`src/rtl/dma_path_pkg.sv`:
```
package dma_path_pkg;
  typedef enum logic {
    PATH_OFF = 1'b0,
    PATH_ON  = 1'b1
  } path_state_e;
endpackage

```
`src/rtl/dma_drain_trk.sv`:
```
module dma_drain_trk (
  input  logic clk_i,
  input  logic rst_ni,
  input  logic clr_i,
  input  logic busy_i,
  input  logic stat_done_i,
  output logic drained_o
);
  logic pend_q;

  always_ff @(posedge clk_i or negedge rst_ni) begin
    if (!rst_ni)    pend_q <= 1'b0;
    else if (clr_i) pend_q <= 1'b0;
    else            pend_q <= busy_i | (pend_q & ~stat_done_i);
  end

  // drained this edge: nothing moving and status committed (or never owed)
  assign drained_o = ~busy_i & (~pend_q | stat_done_i);
endmodule

```
`src/rtl/dma_path_fsm.sv`:
```
module dma_path_fsm
  import dma_path_pkg::*;
#(
  parameter int unsigned IDX_W = 4,
  parameter bit          IS_TX = 1'b1
) (
  input  logic             clk_i,
  input  logic             rst_ni,
  input  logic             soft_rst_i,
  input  logic             en_i,
  input  logic [IDX_W-1:0] prod_i,
  input  logic [IDX_W-1:0] cons_i,
  input  logic             busy_i,
  input  logic             stat_done_i,
  output logic             active_o
);
  path_state_e state_q, state_d;
  logic        drained;
  logic        ring_empty;

  dma_drain_trk u_drain (
    .clk_i       (clk_i),
    .rst_ni      (rst_ni),
    .clr_i       (soft_rst_i),
    .busy_i      (busy_i),
    .stat_done_i (stat_done_i),
    .drained_o   (drained)
  );

  generate
    if (IS_TX) begin : g_ring
      assign ring_empty = (prod_i == cons_i);
    end else begin : g_noring
      logic unused_idx;
      assign unused_idx = ^{prod_i, cons_i};
      assign ring_empty = 1'b0;
    end
  endgenerate

  always_comb begin
    state_d = state_q;
    unique case (state_q)
      PATH_OFF: if (en_i && !ring_empty) state_d = PATH_ON;
      PATH_ON:  if (ring_empty || (!en_i && drained)) state_d = PATH_OFF;
      default:  state_d = PATH_OFF;
    endcase
    if (soft_rst_i) state_d = PATH_OFF;
  end

  always_ff @(posedge clk_i or negedge rst_ni) begin
    if (!rst_ni) state_q <= PATH_OFF;
    else         state_q <= state_d;
  end

  assign active_o = (state_q == PATH_ON);
endmodule

```
`src/rtl/dma_path_ctrl.sv`:
```
module dma_path_ctrl #(
  parameter int unsigned IDX_W = 4
) (
  input  logic             clk_i,
  input  logic             rst_ni,
  input  logic             soft_rst_i,
  input  logic             rx_en_i,
  input  logic             rx_busy_i,
  input  logic             rx_stat_done_i,
  input  logic             tx_en_i,
  input  logic [IDX_W-1:0] tx_prod_idx_i,
  input  logic [IDX_W-1:0] tx_cons_idx_i,
  input  logic             tx_busy_i,
  input  logic             tx_stat_done_i,
  input  logic             rt_en_i,
  input  logic [IDX_W-1:0] rt_prod_idx_i,
  input  logic [IDX_W-1:0] rt_cons_idx_i,
  input  logic             rt_busy_i,
  input  logic             rt_stat_done_i,
  output logic             rx_active_o,
  output logic             tx_active_o,
  output logic             rt_active_o
);
  localparam int unsigned NUM_TX = 2;

  logic [NUM_TX-1:0]            t_en, t_busy, t_done, t_act;
  logic [NUM_TX-1:0][IDX_W-1:0] t_prod, t_cons;

  assign t_en   = {rt_en_i, tx_en_i};
  assign t_busy = {rt_busy_i, tx_busy_i};
  assign t_done = {rt_stat_done_i, tx_stat_done_i};
  assign t_prod = {rt_prod_idx_i, tx_prod_idx_i};
  assign t_cons = {rt_cons_idx_i, tx_cons_idx_i};

  dma_path_fsm #(.IDX_W(IDX_W), .IS_TX(1'b0)) u_rx (
    .clk_i       (clk_i),
    .rst_ni      (rst_ni),
    .soft_rst_i  (soft_rst_i),
    .en_i        (rx_en_i),
    .prod_i      ('0),
    .cons_i      ('0),
    .busy_i      (rx_busy_i),
    .stat_done_i (rx_stat_done_i),
    .active_o    (rx_active_o)
  );

  for (genvar g = 0; g < NUM_TX; g++) begin : g_tx
    dma_path_fsm #(.IDX_W(IDX_W), .IS_TX(1'b1)) u_tx (
      .clk_i       (clk_i),
      .rst_ni      (rst_ni),
      .soft_rst_i  (soft_rst_i),
      .en_i        (t_en[g]),
      .prod_i      (t_prod[g]),
      .cons_i      (t_cons[g]),
      .busy_i      (t_busy[g]),
      .stat_done_i (t_done[g]),
      .active_o    (t_act[g])
    );
  end

  assign tx_active_o = t_act[0];
  assign rt_active_o = t_act[1];
endmodule

```
`config.mk`:
```
export PLATFORM = sky130hd
export DESIGN_NAME = dma_path_ctrl
export DESIGN_NICKNAME = d
export VERILOG_FILES = /design/src/rtl/dma_path_pkg.sv /design/src/rtl/dma_drain_trk.sv /design/src/rtl/dma_path_fsm.sv /design/src/rtl/dma_path_ctrl.sv
export SDC_FILE = /design/constraint.sdc
export NUM_CORES = 1
export LEC_CHECK = 0
export BUFFER_PORTS_ARGS = -buffer_cell sky130_fd_sc_hd__buf_2
export CORE_AREA = 3 3 40 42
export CTS_BUF_LIST = sky130_fd_sc_hd__clkbuf_8
export DETAILED_ROUTE_END_ITERATION = 12
export DIE_AREA = 0 0 43 45
export GPL_TIMING_DRIVEN = 0
export PLACE_DENSITY_LB_ADDON = 0.05
export SYNTH_ARGS = -nofsm -noshare
export SYNTH_HDL_FRONTEND = slang
export SYNTH_HIERARCHICAL = 1
export SYNTH_SLANG_ARGS = --single-unit
```
`constraint.sdc`:
```
create_clock -name clk_i -period 1.3 [get_ports clk_i]
set_clock_uncertainty 0.1 [all_clocks]
set_input_delay 0.065 -clock clk_i [delete_from_list [all_inputs] [get_ports clk_i]]
set_output_delay 0.065 -clock clk_i [all_outputs]
set_load 0.1 [all_outputs]
```
==> run metrics, run 1 <==
run status=completed; final WL=876 microns; Final Hold Viols=0; worst path cell trace=buf_2; final core occ=49.2%; die height=45 microns; Slew HR=67.9%; GRT Util Overall=11.1%; Synth Warn #=6; CP Buf/Inv Count=1; most frequent cells in the layout=30 x buf_2, 8 x xor2_1, 7 x inv_1, 4 x a21oi_2; grt ovf=0; slowest stage delay, CP=420 ps; die width=43 microns; Core ar.=0.00128 sq mm; Final setup viols=0; Gate power share=25.8%; Max IR drop VDD=0.373 mV; slowest cell on the critical path=buf_2; Initial Util=29.9%; num ports=31; FMAX=863 MHz; TNS Setup=0 ps; CTS Root Cell=clkbuf_8; Cell Area, Synth=384 sq um; NumNets Final=103; Sw Share=28.2%; Pwr Total=667 uW; first-pass GRT wire length=1.52 mm; largest net degree at the start of global routing=7; Cells after Synth=37; postcts setup bufs=0; Worst Hold Slack=3.49 ps; commonest non-fill, non-tap cell in the layout=buf_2; Clock H-tree levels=1; Hold Path Class=input pin to register; vias in the first global route=374; Iter 0 DRT Violations=0; site row count=13; clock buffer depth=2; initial antenna violation count=0; CP arrival=990 ps; post-DR wirelength/cell=9.84 microns; Remaining DRCs=0; crit path capture type=output port; CP Launch Type=register; Synthesized Nets=65; Net Sw Power=188 uW; cell family with most CP delay=buffers and inverters; vias per inst=4.06; critical path type=register to output port; Pwr Density=1060 mW/mm^2; routability cong.=0.672; Final Max Slew Viols=0; antenna viol nets, final=0; Die ar.=0.00194 sq mm; Area after DPL=557 sq um; design area=632 sq um; Clk Latency, worst-skew pair=220 ps; diode count=0; # fillers=135; share of layout cells above drive strength 1=62.2%; Slew @ Worst Pin=485 ps; Area Growth Syn to Fin=64.5%; TritonCTS Buffers=3; clock power share=42.8%; max-cap violation count=0; post-detail-place hpwl=678 microns; RSZ-0062 raised after global routing=no; Clk pin slew, worst setup/hold paths=40 ps; Period minus WS final=1160 ps; IO Port Bufs=30; Int Pwr=479 uW; worst-path fanout max=2; crit share post-route=89.1%; synthesized area per cell=10.4 sq um; CTS tree=done; Worst EP required=1130 ps; clock net sink count=6; P_leak=0.000349 uW; Seq pwr share=31.4%; routed via count=361; first drt pass iteration count=1
-- final timing paths --
check | start | slack (ps) | to | cells past startpoint
min | tx_busy_i | 3 | g_tx[0].u_tx/u_drain/pend_q | 3
min in group asynchronous | rst_ni | 110 | u_rx/u_drain/pend_q | 2
max | u_rx/active_o | 140 | rx_active_o | 1
max in group asynchronous | rst_ni | 830 | g_tx[1].u_tx/active_o | 2
min reg2reg | u_rx/u_drain/pend_q | 450 | u_rx/u_drain/pend_q | 2
max reg2reg | g_tx[1].u_tx/u_drain/pend_q | 280 | g_tx[1].u_tx/active_o | 5
-- power by group through the flow --
stage	Clock, uW	Sequential [uW]	Combinational (uW)
after floorplan	0	262	53.4
after global placement	0	212	166
after detailed placement	0	212	166
after CTS	295	210	174
after global routing	313	211	188
final	286	209	172
-- state kept, by name, indices dropped and copies added (netlist names) --
register                  flops
g_tx.u_tx/active_o            2
g_tx.u_tx/u_drain/pend_q      2
u_rx/active_o                 1
u_rx/u_drain/pend_q           1
-- through the flow --
| step | instances | worst slack [ps] |
|---|---|---|
| 6_report | 89 | 141 |
| 5_1_grt | 89 | 111 |
| 4_1_cts | 89 | 133 |
| 3_5_place_dp | 82 | 273 |
| 3_3_place_gp | 82 | 276 |
| 2_1_floorplan | 37 | 208 |
-- layer usage --
metal	vias to the layer above	track usage, %	wire, microns
met5	-	0	0
met2	18	15.6	427
met3	0	5.58	92
met4	0	7.23	0
met1	153	13.5	355
li1	190	-	-
-- repair_timing --
item / 4_1_cts / 5_1_grt
hold endpoints to repair: 8 / 0
setup endpoints to repair: 0 / 0
hold buffers: 3 / 0
gates resized for setup: 0 / 0
-- area by class of cell --
| cell class | count | area (sq um) | share of cell area [%] |
|---|---|---|---|
| well taps | 15 | 18.8 | 2.97 |
| clock buffers | 3 | 41.3 | 6.53 |
| repair buffers | 33 | 180 | 28.5 |
| flip-flops and latches | 6 | 154 | 24.4 |
| clock inverters | 1 | 3.75 | 0.594 |
| inverters | 6 | 22.5 | 3.56 |
| multi-input cells | 25 | 211 | 33.5 |
No activity file was read; power rests on OpenSTA's default activity.
==> run 2: changes to the inputs <==
- CORE_AREA: 3 3 40 42 -> 2 2 39 41
- DIE_AREA: 0 0 43 45 -> 0 0 41 43
==> run 2 against run 1 <==
Against the previous run: the run now ends with negative hold slack left; fmax is 0.53% higher; global-route usage is 0.53 points lower; sequential share of layout area barely moved; combinational power about the same; first-iteration DRC count is the same; design area is 0.20% higher; register-to-register slack about the same; core utilization shrank 3.4 points; largest cell class unchanged; largest power group unchanged.
==> run metrics, run 2 (synthesis results as in run 1) <==
run status=finished, violations left; failing checks=negative hold slack; CP Launch Point=u_rx/active_o; TritonCTS Buffers=3; Int Pwr=479 uW; Worst Hold Slack=-2.54 ps; Gate power share=25.5%; antenna viol nets, final=0; die height=43 microns; P_leak=0.000349 uW; commonest non-fill, non-tap cell in the layout=buf_2; most frequent cells in the layout=30 x buf_2, 8 x xor2_1, 7 x inv_1, 4 x a21oi_2; grt ovf=0; R2R setup slack=270 ps; slowest stage delay, CP=420 ps; final WL=752 microns; WP depth=1; max-cap violation count=0; vias per inst=4.02; clock net sink count=6; critical path type=register to output port; crit share post-route=88.7%; post-detail-place hpwl=606 microns; cell family with most CP delay=buffers and inverters; first-pass GRT wire length=1.12 mm; R2R Path End=g_tx[0].u_tx/active_o; diode count=0; vias in the first global route=311; largest net degree at the start of global routing=7; CP Launch Type=register; Remaining DRCs=0; Clk Latency, worst-skew pair=230 ps; CTS Root Cell=clkbuf_8; first drt pass iteration count=1; Pwr Density=1060 mW/mm^2; IO Port Bufs=30; Iter 0 DRT Violations=0; layer with the highest usage=met2; post-CTS sizing=0; FMAX=868 MHz; Core ar.=0.00138 sq mm; Clk pin slew, worst setup/hold paths=40 ps; CP arrival=990 ps; Worst EP required=1130 ps; Net Sw Power=189 uW; worst r2r src=g_tx[0].u_tx/u_drain/pend_q; Hold Path Class=input pin to register; post-DR wirelength/cell=8.36 microns; design area=633 sq um; Die ar.=0.00176 sq mm; Final Max Slew Viols=0; Final setup viols=0; Final Hold Viols=2; NumNets Final=103; Period minus WS final=1150 ps; Clock H-tree levels=1; Slew HR=67.9%; Slew @ Worst Pin=485 ps; Seq pwr share=31.3%; Max IR drop VDD=0.594 mV; slowest cell on the critical path=buf_2; TNS Setup=0 ps; worst path cell trace=buf_2; clock buffer depth=2; num ports=31; worst-path fanout max=2; crit path capture type=output port; Area after DPL=558 sq um; CP Buf/Inv Count=1; share of layout cells above drive strength 1=62.2%; met3 usage=7.85%; CP Capture Point=rx_active_o; GRT Util Overall=10.6%; site row count=14; routability cong.=0.601; M1 GR Usage=12.5%; Sw Share=28.3%; initial antenna violation count=0; CTS tree=done; # fillers=148; routed via count=362; die width=41 microns; Pwr Total=668 uW; Initial Util=27.8%; RSZ-0062 raised after global routing=no; worst reg2reg path depth=5; clock power share=43.2%; Global Route met2 Usage=12.5%; Area Growth Syn to Fin=64.8%
-- run 2: cell counts in the layout (fill, tap and decap cells not counted) --
Identical to the previous run, type by type.
-- run 2: routing by layer --
metal  routed length (microns)  up-vias
met2                       325       24
met5                         0        -
met3                        97        2
li1                          -      190
met1                       317      146
met4                        12        0
-- run 2: through the flow --
step                      cells  util (%)  worst slack, ps
after floorplan              37         -              208
after global placement       83      40.3              276
after detailed placement     83      40.3              269
after CTS                    90      45.8              135
after global routing         90      45.8             86.5
final                        90      45.8              148
-- run 2: cell type report --
type                       instances  area (sq um)  area share [%]
inverter                           6          22.5            3.56
sequential                         6           154            24.3
clock buffer                       3          41.3            6.52
tap                               16          20.0            3.16
timing repair buffer              33           180            28.5
multi-input combinational         25           211            33.4
clock inverter                     1          3.75           0.593
-- run 2: worst min path at each step --
stage | from | depth (start not counted) | endpoint
after CTS | tx_busy_i | 3 | g_tx[0].u_tx/u_drain/pend_q
after detailed placement | rst_ni | 1 | g_tx[1].u_tx/u_drain/pend_q
after global routing | soft_rst_i | 2 | g_tx[1].u_tx/u_drain/pend_q
after floorplan | rst_ni | 0 | g_tx[0].u_tx/active_o
after global placement | rst_ni | 1 | g_tx[1].u_tx/u_drain/pend_q
final | soft_rst_i | 2 | g_tx[1].u_tx/u_drain/pend_q
-- run 2: what timing repair did --
action                                 in CTS  in global routing
buffers inserted                            0                  0
hold buffers                                3                  0
endpoints found under the hold margin       8                  0
-- run 2: power by group through the flow --
stage          registers (uW)  logic, uW  clock network (uW)
4_1_cts                   209        173                 299
2_1_floorplan             262       53.4                   0
6_report                  209        171                 288
5_1_grt                   210        186                 311
3_5_place_dp              212        166                   0
3_3_place_gp              212        165                   0
